$ cat src/rtl/grp_prio_arb.sv
module grp_prio_arb #(
  parameter int NSRC = 8,
  parameter int PW   = 8,
  parameter int IDW  = 10
) (
  input  logic               clk,
  input  logic               rst,
  input  logic [NSRC-1:0]    src_pend,
  input  logic [NSRC-1:0]    src_en,
  input  logic [NSRC-1:0]    src_grp,
  input  logic [NSRC*PW-1:0] src_prio,
  input  logic [PW-1:0]      prio_mask,
  input  logic               run_prio_we,
  input  logic [PW-1:0]      run_prio_d,
  input  logic               dist_en_g0,
  input  logic               dist_en_g1,
  input  logic               cpu_en_g0,
  input  logic               cpu_en_g1,
  input  logic               fiq_route,
  input  logic [3:0]         revision,
  input  logic               sec_ext,
  output logic               irq_o,
  output logic               fiq_o,
  output logic [IDW-1:0]     pend_id
);
  localparam int CW = (NSRC > 1) ? $clog2(NSRC) : 1;
  localparam logic [IDW-1:0] NONE = IDW'(1023);
  localparam logic [PW:0] NO_PRIO = {1'b1, {PW{1'b0}}};

  logic [CW-1:0] idx;
  logic [PW:0]   best_p;
  logic [CW-1:0] best_i;
  logic          best_g;
  logic [PW-1:0] run_prio;

  wire scan_first = (idx == '0);
  wire scan_last  = (idx == CW'(NSRC - 1));

  wire [PW:0]   base_p = scan_first ? NO_PRIO : best_p;
  wire [PW-1:0] cur_p  = src_prio[idx*PW +: PW];
  wire cand = src_pend[idx] & src_en[idx] & ({1'b0, cur_p} < base_p);

  wire [PW:0]   win_p = cand ? {1'b0, cur_p} : base_p;
  wire [CW-1:0] win_i = cand ? idx : best_i;
  wire          win_g = cand ? src_grp[idx] : best_g;

  wire grouped = (revision >= 4'd2) | sec_ext;
  wire fwd     = win_p < {1'b0, prio_mask};
  wire urgent  = win_p < {1'b0, run_prio};

  wire g_off   = (~dist_en_g0 & ~dist_en_g1) | (~cpu_en_g0 & ~cpu_en_g1);
  wire g_dist  = win_g ? dist_en_g1 : dist_en_g0;
  wire g_take  = ~g_off & fwd & g_dist & urgent;
  wire to_fiq  = ~win_g & fiq_route;
  wire g_fiq   = g_take & to_fiq & cpu_en_g0;
  wire g_irq   = g_take & ~to_fiq & (win_g ? cpu_en_g1 : cpu_en_g0);

  wire p_off   = ~dist_en_g0 | ~cpu_en_g0;
  wire p_irq   = ~p_off & fwd & urgent;

  wire off     = grouped ? g_off : p_off;
  wire n_irq   = grouped ? g_irq : p_irq;
  wire n_fiq   = grouped & g_fiq;
  wire [IDW-1:0] n_id = (~off & fwd) ? IDW'(win_i) : NONE;

  always_ff @(posedge clk) begin
    if (rst) begin
      idx      <= '0;
      best_p   <= NO_PRIO;
      best_i   <= '0;
      best_g   <= 1'b0;
      run_prio <= '1;
      irq_o    <= 1'b0;
      fiq_o    <= 1'b0;
      pend_id  <= NONE;
    end else begin
      idx    <= scan_last ? '0 : idx + 1'b1;
      best_p <= win_p;
      best_i <= win_i;
      best_g <= win_g;
      if (run_prio_we) run_prio <= run_prio_d;
      if (scan_last) begin
        irq_o   <= n_irq;
        fiq_o   <= n_fiq;
        pend_id <= n_id;
      end
    end
  end
endmodule

$ cat config.mk
export PLATFORM = sky130hd
export DESIGN_NAME = grp_prio_arb
export DESIGN_NICKNAME = d
export VERILOG_FILES = /design/src/rtl/grp_prio_arb.sv
export SDC_FILE = /design/constraint.sdc
export NUM_CORES = 1
export LEC_CHECK = 0
export BUFFER_PORTS_ARGS = -buffer_cell sky130_fd_sc_hd__buf_4
export CAP_MARGIN = 20
export CORE_UTILIZATION = 47
export CTS_CLUSTER_SIZE = 25
export DETAILED_ROUTE_END_ITERATION = 8
export PLACE_DENSITY_LB_ADDON = 0.2
export SLEW_MARGIN = 10
export SYNTH_ARGS = -nofsm -noshare
export SYNTH_HDL_FRONTEND = slang
export SYNTH_SLANG_ARGS = --single-unit
$ cat constraint.sdc
create_clock -name clk -period 6.7 [get_ports clk]
set_input_delay 1.005 -clock clk [delete_from_list [all_inputs] [get_ports clk]]
set_output_delay 1.005 -clock clk [all_outputs]
set_load 0.02 [all_outputs]
; ---- Word-level counts from Yosys, hierarchy flattened
; Cells that the tools add are included.
[totals]
regBits = 36
latch_bits = 0
ram_bits = 0
mem_bits_ro = 0
input_bits = 117
n_memories = 0
[classes]
addsub = 1
mul = 0
div = 0
n_lt_le_gt_ge = 5
eq_ne = 1
shifts = 1
n_mux = 15
bitwise_logic = 28
n_reduce_logical = 2
[op_table]
columns = cell, n
row1 = $shiftx A64 B7 Y8, 1
row2 = $lt A9 B8 Y1, 2
row3 = $mux W9, 2
row4 = $and A1 B1 Y1, 16
row5 = $mux W10, 1
row6 = $bmux W1 S3, 3
row7 = $lt A8 B9 Y1, 1
row8 = $not A1 Y1, 9
row9 = $mux W1, 8
row10 = $ge A4 B2 Y1 const B, 1
row11 = $lt A3 B4 Y1 const B, 1
row12 = $add A3 B1 Y3 const B, 1
row13 = $eq A3 B3 Y1 const B, 1
row14 = $logic_not A3 Y1, 1
row15 = $mux W3, 1
row16 = $or A1 B1 Y1, 3
row17 = $reduce_or A2 Y1, 1

; ---- Depth between registers and ports, before layout
; Gate-level depths: netlist of run 1.
[logic_depth]
depth_word = 12
mapped_depth = 22

; ---- Worst setup path after synthesis of run 1
; Ideal clock, no wire load.
[synth_timing]
path_type = flip-flop to flip-flop
from = register idx[0]
to = register fiq_o
setup_ps = 60
t_arrival_ps = 4831
required_ps = 6640
slack_ps = 1809
path_stages_with_launch = 22
n_path_buf = 4
period_less_slack_ps = 4891
cell_sequence = dfxtp_1 buf_6 buf_2 buf_2 mux4_2 mux2i_1 inv_1 ha_1 a21oi_1 a211o_1 o21ai_1 nor4b_4 buf_6 mux2i_1 ha_1 a21oi_1 nor2b_1 o21ai_0 a21oi_1 a211o_1 nor4_2 a32o_1
[synth_between]
elab_chain_cells = 12
elab_cells_between_ends = 26
classes_between = order compare: 3 / eq/ne: 1 / shift: 1 / mux: 10 / bitwise: 10 / reduce/logical: 1
[synth_rtl]
columns = item, line
row1 = "start, declared", 30  ; logic [CW-1:0] idx;
row2 = "start signal, assigned", 77  ; idx <= scan_last ? '0 : idx + 1'b1;
row3 = "parallel branches: the longest is 4 deep, another holds $lt A8 B9 Y1", n/a
row4 = $mux W9 (*), 43  ; wire [PW:0] win_p = cand ? {1'b0, cur_p} : base_p;
row5 = via win_p[2], 43
row6 = $lt A9 B8 Y1, 48  ; wire fwd = win_p < {1'b0, prio_mask};
row7 = $and A1 B1 Y1 (2 in series), 53  ; wire g_take = ~g_off & fwd & g_dist & urgent;
row8 = $and A1 B1 Y1 (*), 53
row9 = $and A1 B1 Y1 (*) (2 in series), 55  ; wire g_fiq = g_take & to_fiq & cpu_en_g0;
row10 = $and A1 B1 Y1 (*), 63  ; wire n_fiq = grouped & g_fiq;
row11 = "end signal, assigned", 84  ; fiq_o <= n_fiq;
row12 = "end, declared", 23  ; output logic fiq_o,
; Mark *: on every way through the listed nets, which the timed path passes. The select of a mux whose other input is x is not followed.
; A chain may end at the register's enable or synchronous reset.

; ---- Worst setup path in the final report of run 1
[layout_timing]
from = register idx[1]
to = register fiq_o
; The elaborated chain is that of the path after synthesis.

==> results of run 1 <==
[worst min-delay path by stage]
stage	startpoint	to	slack, ns	depth (start not counted)
after global routing	fiq_o$_SDFFE_PP0P_	fiq_o$_SDFFE_PP0P_	0.50	1
after detailed placement	fiq_o$_SDFFE_PP0P_	fiq_o$_SDFFE_PP0P_	0.47	1
after CTS	fiq_o$_SDFFE_PP0P_	fiq_o$_SDFFE_PP0P_	0.48	1
final	fiq_o$_SDFFE_PP0P_	fiq_o$_SDFFE_PP0P_	0.47	1
after floorplan	run_prio[0]$_SDFFE_PP1P_	run_prio[0]$_SDFFE_PP1P_	0.44	2
after global placement	run_prio[0]$_SDFFE_PP1P_	run_prio[0]$_SDFFE_PP1P_	0.47	2
[layout by cell type, fill, tap and decap left out, drive strengths merged, types with 3 or more instances in the layout]
cell type	synthesis	routed
mux4	19	19
mux2i	17	17
nand2b	4	4
buf	15	132
o211ai	8	8
clkbuf	6	5
nand3	5	5
nor2	15	15
nor2b	3	3
o21ai	7	7
a21oi	15	15
nand2	29	29
ha	24	24
nand4	5	5
dfxtp	30	30
and2	14	14
inv	28	28
a21o	5	5
[sequential cells by signal, summed over array words and instances (netlist names)]
register / count
best_p: 9
run_prio: 8
pend_id: 4
best_i: 3
idx: 3
best_g: 1
fiq_o: 1
irq_o: 1
[cell families after synthesis]
kind of cell,count (synthesis)
flops,30
buf+inv,49
fa+ha+maj,24
mux,37
compound gates,53
simple gates,86
[routing by layer]
| layer | global-route usage, % | routed length [µm] | vias to the layer above |
|---|---|---|---|
| met3 | 3.71 | 231 | 5 |
| met2 | 46.7 | 3690 | 68 |
| met1 | 25.9 | 2720 | 1182 |
| met4 | 2.88 | 21 | 0 |
| li1 | - | - | 1244 |
| met5 | 0 | 0 | - |
[report_power, final]
part | internal (µW) | switching, µW | total (µW)
Sequential | 191 | 10.8 | 201
Combinational | 130 | 106 | 237
Clock | 109 | 70.8 | 180
Total | 430 | 188 | 618
[final cells by class]
class | instances | area (µm²) | area share, %
Clock buffer | 5 | 68.8 | 1.88
Inverter | 28 | 105 | 2.88
Sequential cell | 30 | 601 | 16.4
Clock inverter | 3 | 40.0 | 1.10
Multi-Input combinational cell | 200 | 1750 | 47.9
Tap cell | 70 | 87.6 | 2.40
Timing Repair Buffer | 132 | 998 | 27.3
[cell usage after synthesis (all sizes together)]
cell	number
or3	1
a21o	5
nor3b	1
mux2i	17
and2	14
a221oi	1
o311ai	1
o311a	1
o211a	1
a211oi	2
inv	28
ha	24
a221o	1
a32o	1
nor2b	3
nor4b	1
o32ai	1
nand4	5
o21bai	1
o21ai	7
nand2	29
mux4	19
nand3	5
nor3	1
clkbuf	6
a2bb2oi	1
o211ai	8
or4	2
nand2b	4
and4	1
a21oi	15
and3	1
a211o	2
dfxtp	30
mux2	1
o2111ai	2
o31ai	1
or2	1
buf	15
a22oi	2
nor4	2
nor2	15
[through the flow]
| stage | util (%) | setup slack [ns] | std cells | power (µW) | cell area (µm²) |
|---|---|---|---|---|---|
| 6_report | 70.1 | 1.27 | 468 | 618 | 3650 |
| 5_1_grt | 70.1 | 0.875 | 468 | 656 | 3650 |
| 4_1_cts | 69.9 | 0.898 | 467 | 617 | 3640 |
| 3_5_place_dp | 67.8 | 0.919 | 459 | 440 | 3530 |
| 3_3_place_gp | 67.8 | 1.02 | 459 | 431 | 3530 |
| 2_1_floorplan | - | 1.81 | 279 | 356 | 2590 |
[worst max-delay path, stage by stage (launching register included)]
cell	delay, ns
dfxtp_1	0.86
inv_1	0.20
ha_1	0.26
nand2b_1	0.35
nand2_1	0.15
ha_1	0.34
a21oi_1	0.17
o21ai_0	0.12
nor3b_1	0.21
nor4b_4	0.65
buf_4	0.26
a21oi_1	0.06
a21oi_2	0.17
ha_1	0.27
o21ai_0	0.15
nand2b_1	0.07
a21oi_1	0.14
a21oi_1	0.07
a211o_1	0.32
nor4_2	0.36
a32o_1	0.21
==> summary.txt, run 1 <==
Clock network
  – Clock transition at path regs: roughly 0.07 ns
  – Post_cts resized: 0
  – Clock Root Buffer: clkbuf_8
  – CTS Buffer Depth: 2
  – CTS sink cnt: 30
  – Post-CTS Setup Bufs: 0
  – Clk_lat worst skew: roughly 0.28 ns
  – CTS tree: built
  – Cts-stage hold buffer count: 0
  – Htree depth: 2
  – Total CTS buffers: 5

STA
  – Final setup violation count: 0
  – Worst hold slack: 0.473 ns
  – Final Max Slew Viols: 0
  – Tcrit/Tclk final: 81.1%
  – Skew final: ~0.0043 ns
  – Max Freq: between 150 and 200 MHz
  – Fin crit period: between 5 and 6 ns
  – Setup TNS: 0 ns
  – Unrepaired setup endpoints after global routing: false
  – Tightest Pin Transition: just over 0.8 ns
  – Relative slew slack: between 40% and 50%
  – Hold Vio Cnt, Final: 0

Logic synthesis
  – Distinct cells, synth: around 50
  – Synth warn: 0
  – Synth Register Bits: 30
  – Synth Area in Simple Gates: between 10% and 20%
  – Synth Area in XOR/XNOR: 0%
  – Synthesized net count: between 400 and 500
  – Mapped Cells: between 200 and 300
  – Largest family of logic cells by synthesized area: multiplexers
  – Post-Syn Area: between 2000 and 3000 µm²
  – Yosys top cell by area: dfxtp_1
  – Syn avg cell area: 9.28 µm²
  – Synth area leaders: dfxtp_1 (23%), mux4_2 (17%), ha_1 (12%)
  – Post-synthesis mux area share: 23.7%
  – Area share of the largest cell type after synthesis: 23.2%
  – Synth Area in Compound Gates: roughly 15%
  – Area share of fa/ha/maj cells after synthesis: between 10% and 20%
  – Post-synthesis sequential area ratio: between 20 and 25%

Critical path
  – CP Capture Type: flop
  – RR Startpoint: idx[1]$_SDFF_PP0_
  – Critical Path AT: about 5.7 ns
  – Worst setup SP type: flop
  – CP Class: reg2reg
  – Crit path capture: fiq_o$_SDFFE_PP0P_
  – FF-to-FF path depth: 20
  – Flop-to-flop setup slack: between 1 and 1.5 ns
  – Reg-to-reg critical path endpoint: fiq_o$_SDFFE_PP0P_
  – Worst Setup SP: idx[1]$_SDFF_PP0_
  – Critical Path Fanout Max: 17
  – CP required: between 6 and 7 ns

Finish
  – Layout fillers: between 400 and 500
  – Share of cells above drive strength 1: roughly 42%
  – Ant diodes: 0
  – Final Net Count: ~540
  – Synth-to-Final Area Change: 41.0%

Global routing
  – Vias in the first global route: about 2600
  – First-pass GRT wire length: between 10000 and 15000 µm
  – Gr usage total: 23.3%
  – Total grt overflow: 0
  – Pin count of the biggest net entering global routing: 22
  – Initial antenna violation count: 0

Placement
  – Port bufs: about 130
  – Hpwl dp: between 5000 and 6000 µm
  – GP Congestion: between 0.7 and 0.8

Detailed routing
  – Vias per Instance: ~5.3
  – Detailed Route Iter0 Violations: 78
  – Total Wirelength: between 6000 and 7000 µm
  – Routed Antenna Nets: 0
  – Via Count: approximately 2500
  – Drt drc: 0
  – Wirelength per Cell: roughly 14 µm
  – Detailed Routing Iterations Pass 1: 4

Die
  – Ports: between 100 and 150
  – Total die area: 5810 µm²
  – Die height: 76.2 µm
  – Core area: 5200 µm²
  – Row Count: 26
  – Die W: between 70 and 80 µm
  – Starting Density: about 50%

Min path
  – Hold WC Path Type: reg2reg

Flow run
  – MaxCap Viol Count: 0

Run status
  – Outcome: finished, final reports clean

Power and ir drop
  – VDD IR-drop max: between 0.0001 and 0.00015 V
  – PD cells: around 170 nW/µm²
  – Pleak: around 0.0018 µW
No activity file was read; power rests on OpenSTA's default activity.
==> run 2: changes to the inputs <==
clock period = 5.4 ns   (was 6.7 ns; I/O delays follow)
==> summary.txt, run 2 (synthesized netlist as in run 1, its figures left out) <==
Detailed routing
  – Vias per Instance: 5.25 (was 5.34)
  – Detailed Route Iter0 Violations: 88 (was 78)
  – Total Wirelength: 6560 µm (was 6660 µm)
  – Routed Antenna Nets: 0 (unchanged)
  – Drt drc: 0 (unchanged)
  – Detailed Routing Iterations Pass 1: 4 (unchanged)
  – Via Count: 2498 (was 2499)
  – Wirelength per Cell: 13.8 µm (was 14.2 µm)

Finish
  – Layout fillers: 420 (was 424)
  – Synth-to-Final Area Change: 43.3% (was 41.0%)
  – Most frequent cells in the layout: buf_4 (138), dfxtp_1 (30), nand2_1 (29) (was buf_4 (131), dfxtp_1 (30), nand2_1 (29))
  – Register name with the most flops: best_p (unchanged)
  – Finished Layout Cells: 476 (was 468)
  – Ant diodes: 0 (unchanged)
  – Finished Cell Area: 3710 µm² (was 3650 µm²)
  – Max reg flops: 9 (unchanged)
  – Largest regs: best_p x9, run_prio x8, pend_id x4 (unchanged)
  – Share of cells above drive strength 1: 43.3% (was 42.5%)
  – Commonest non-fill, non-tap cell in the layout: buf_4 (unchanged)
  – Final Net Count: 546 (was 538)

STA
  – Unrepaired setup endpoints after global routing: false (unchanged)
  – Final Max Slew Viols: 0 (unchanged)
  – Max Freq: ~200 MHz
  – Relative slew slack: 69.3% (was 44.7%)
  – Hold Vio Cnt, Final: 0 (unchanged)
  – Skew final: 0.00322 ns (was 0.00431 ns)
  – Final setup violation count: 0 (unchanged)
  – Tightest Pin Transition: 0.460 ns (was 0.829 ns)
  – PnR worst setup slack: 0.465 ns (was 1.27 ns)
  – Tcrit/Tclk final: approximately nine tenths
  – Fin crit period: 4.94 ns

Die
  – Core area: 5200 µm² (unchanged)
  – Die W: 76.2 µm (unchanged)
  – Die height: 76.2 µm (unchanged)
  – Starting Density: 49.8% (unchanged)
  – Ports: 129 (unchanged)
  – Total die area: 5810 µm² (unchanged)
  – Row Count: 26 (unchanged)

Placement
  – Hpwl dp: 5450 µm (was 5500 µm)
  – Place WS: -0.0933 ns (was 0.919 ns)
  – Port bufs: 127 (unchanged)
  – Dpl cell area: 3570 µm² (was 3530 µm²)
  – GP Congestion: 0.748 (was 0.795)
  – Placed cell count: 461 (was 459)

Critical path
  – Critical path depth: 21 (was 20)
  – Max stage delay on crit path: 0.51 ns (was 0.86 ns)
  – Crit-path slowest cell: or4_1 (was dfxtp_1)
  – CP Class: in2reg (was reg2reg)
  – Worst setup SP type: primary input (was flop)
  – Flop-to-flop setup slack: 0.47 ns (was 1.27 ns)
  – RR Startpoint: idx[0]$_SDFF_PP0_ (was idx[1]$_SDFF_PP0_)
  – Critical Path AT: 5.15 ns (was 5.66 ns)
  – CP required: 5.61 ns (was 6.93 ns)
  – Reg-to-reg critical path endpoint: fiq_o$_SDFFE_PP0P_ (unchanged)
  – CP bufs+invs: 4 (was 2)
  – CP delay by family, top: compound AO/OA/AOI/OAI gates (was simple AND/OR/NAND/NOR gates)
  – CP cell instances: buf_4, mux4_2, mux2i_1, inv_1, ha_1, nand3_1, or4_1, o21bai_1, nor4b_4, buf_4, buf_4, a21oi_1, a21oi_2, ha_1, o21ai_0, nand2b_1, a21oi_1, a21oi_1, a211o_1, nor4_2, a32o_1 (was inv_1, ha_1, nand2b_1, nand2_1, ha_1, a21oi_1, o21ai_0, nor3b_1, nor4b_4, buf_4, a21oi_1, a21oi_2, ha_1, o21ai_0, nand2b_1, a21oi_1, a21oi_1, a211o_1, nor4_2, a32o_1)
  – Critical Path Fanout Max: 8 (was 17)
  – Worst Setup SP: src_prio[30] (was idx[1]$_SDFF_PP0_)
  – FF-to-FF path depth: 21 (was 20)
  – CP Capture Type: flop (unchanged)
  – Crit path capture: fiq_o$_SDFFE_PP0P_ (unchanged)

Clock network
  – Htree depth: 2 (unchanged)
  – CTS Buffer Depth: 2 (unchanged)
  – Clock Root Buffer: clkbuf_8 (unchanged)
  – CTS sink cnt: 30 (unchanged)
  – Clk_lat worst skew: 0.27 ns (was 0.28 ns)
  – Total CTS buffers: 5 (unchanged)
  – Post_cts resized: 0 (unchanged)
  – Clock transition at path regs: 0.06 ns (was 0.07 ns)
  – Cts-stage hold buffer count: 0 (unchanged)
  – CTS tree: built (unchanged)

Power and ir drop
  – Pleak: 0.00187 µW (was 0.00183 µW)
  – VDD IR-drop max: 0.000168 V (was 0.000143 V)
  – Total Power: 738 µW (was 618 µW)
  – PD cells: 199 nW/µm² (was 169 nW/µm²)

Run status
  – Outcome: finished, final reports clean (unchanged)

Global routing
  – First-pass GRT wire length: 11000 µm (was 11100 µm)
  – Gr usage total: 23.0% (was 23.3%)
  – Pin count of the biggest net entering global routing: 27 (was 22)
  – Total grt overflow: 0 (unchanged)
  – Vias in the first global route: 2593 (was 2578)
  – Initial antenna violation count: 0 (unchanged)

Flow run
  – MaxCap Viol Count: 0 (unchanged)

Min path
  – Hold wc startpoint: run_prio[4]$_SDFFE_PP1P_ (was fiq_o$_SDFFE_PP0P_)
  – Hold WC Path Type: reg2reg (unchanged)
==> run 2: where the power goes <==
group / total [µW] / internal (µW) / switching, µW / leakage, µW
Clock: 181 / 103 / 78.1 / 0.0000482
Sequential: 244 / 237 / 7.61 / 0.000246
Combinational: 313 / 174 / 139 / 0.00158
==> run 2: how the worst min path moves through the flow <==
stage,end,cells after the start
4_1_cts,run_prio[4]$_SDFFE_PP1P_,2
3_5_place_dp,best_i[2]$_SDFF_PP0_,2
6_report,run_prio[4]$_SDFFE_PP1P_,2
3_3_place_gp,fiq_o$_SDFFE_PP0P_,1
2_1_floorplan,run_prio[0]$_SDFFE_PP1P_,2
5_1_grt,run_prio[4]$_SDFFE_PP1P_,2
==> run 2: timing repair <==
action / 4_1_cts / 5_1_grt
hold endpoints to repair: 0 / 0
buffers inserted: 0 / 7
setup endpoints to repair: 0 / 6
==> run 2: layout make-up <==
type	count	area [µm²]	area share [%]
clock buffer	7	86.3	2.33
timing repair buffer	140	1080	29.0
multi-input combinational	200	1750	47.2
inverter	28	105	2.83
clock inverter	1	5.00	0.135
tap	70	87.6	2.36
sequential	30	601	16.2
==> run 2: routing by layer <==
| layer | vias to the layer above | share of wire, % | global-route usage, % |
|---|---|---|---|
| met4 | 0 | 0.81 | 3.85 |
| met3 | 8 | 4.1 | 4.43 |
| met5 | - | 0 | 0 |
| li1 | 1266 | - | - |
| met1 | 1160 | 39 | 25.2 |
| met2 | 64 | 56 | 45.7 |
==> run 2: worst reg2reg max path: stages (launching register included) <==
cell and delay, ns:
dfxtp_1 0.36, buf_12 0.21, mux4_2 0.54, mux2i_1 0.25, inv_1 0.08, ha_1 0.30, nand3_1 0.10, or4_1 0.51
o21bai_1 0.18, nor4b_4 0.13, buf_4 0.19, buf_4 0.15, a21oi_1 0.17, a21oi_2 0.08, ha_1 0.30, o21ai_0 0.15
nand2b_1 0.07, a21oi_1 0.14, a21oi_1 0.06, a211o_1 0.32, nor4_2 0.37, a32o_1 0.23
==> run 2: per-stage QoR <==
stage / hold WS [ns] / setup TNS [ns] / util, %
final: 0.485 / 0 / 71.3
after global routing: 0.500 / 0 / 71.3
after CTS: 0.491 / 0 / 70.3
after detailed placement: 0.478 / -0.432 / 68.5
after global placement: 0.467 / -0.0517 / 68.5
after floorplan: 0.442 / 0 / -
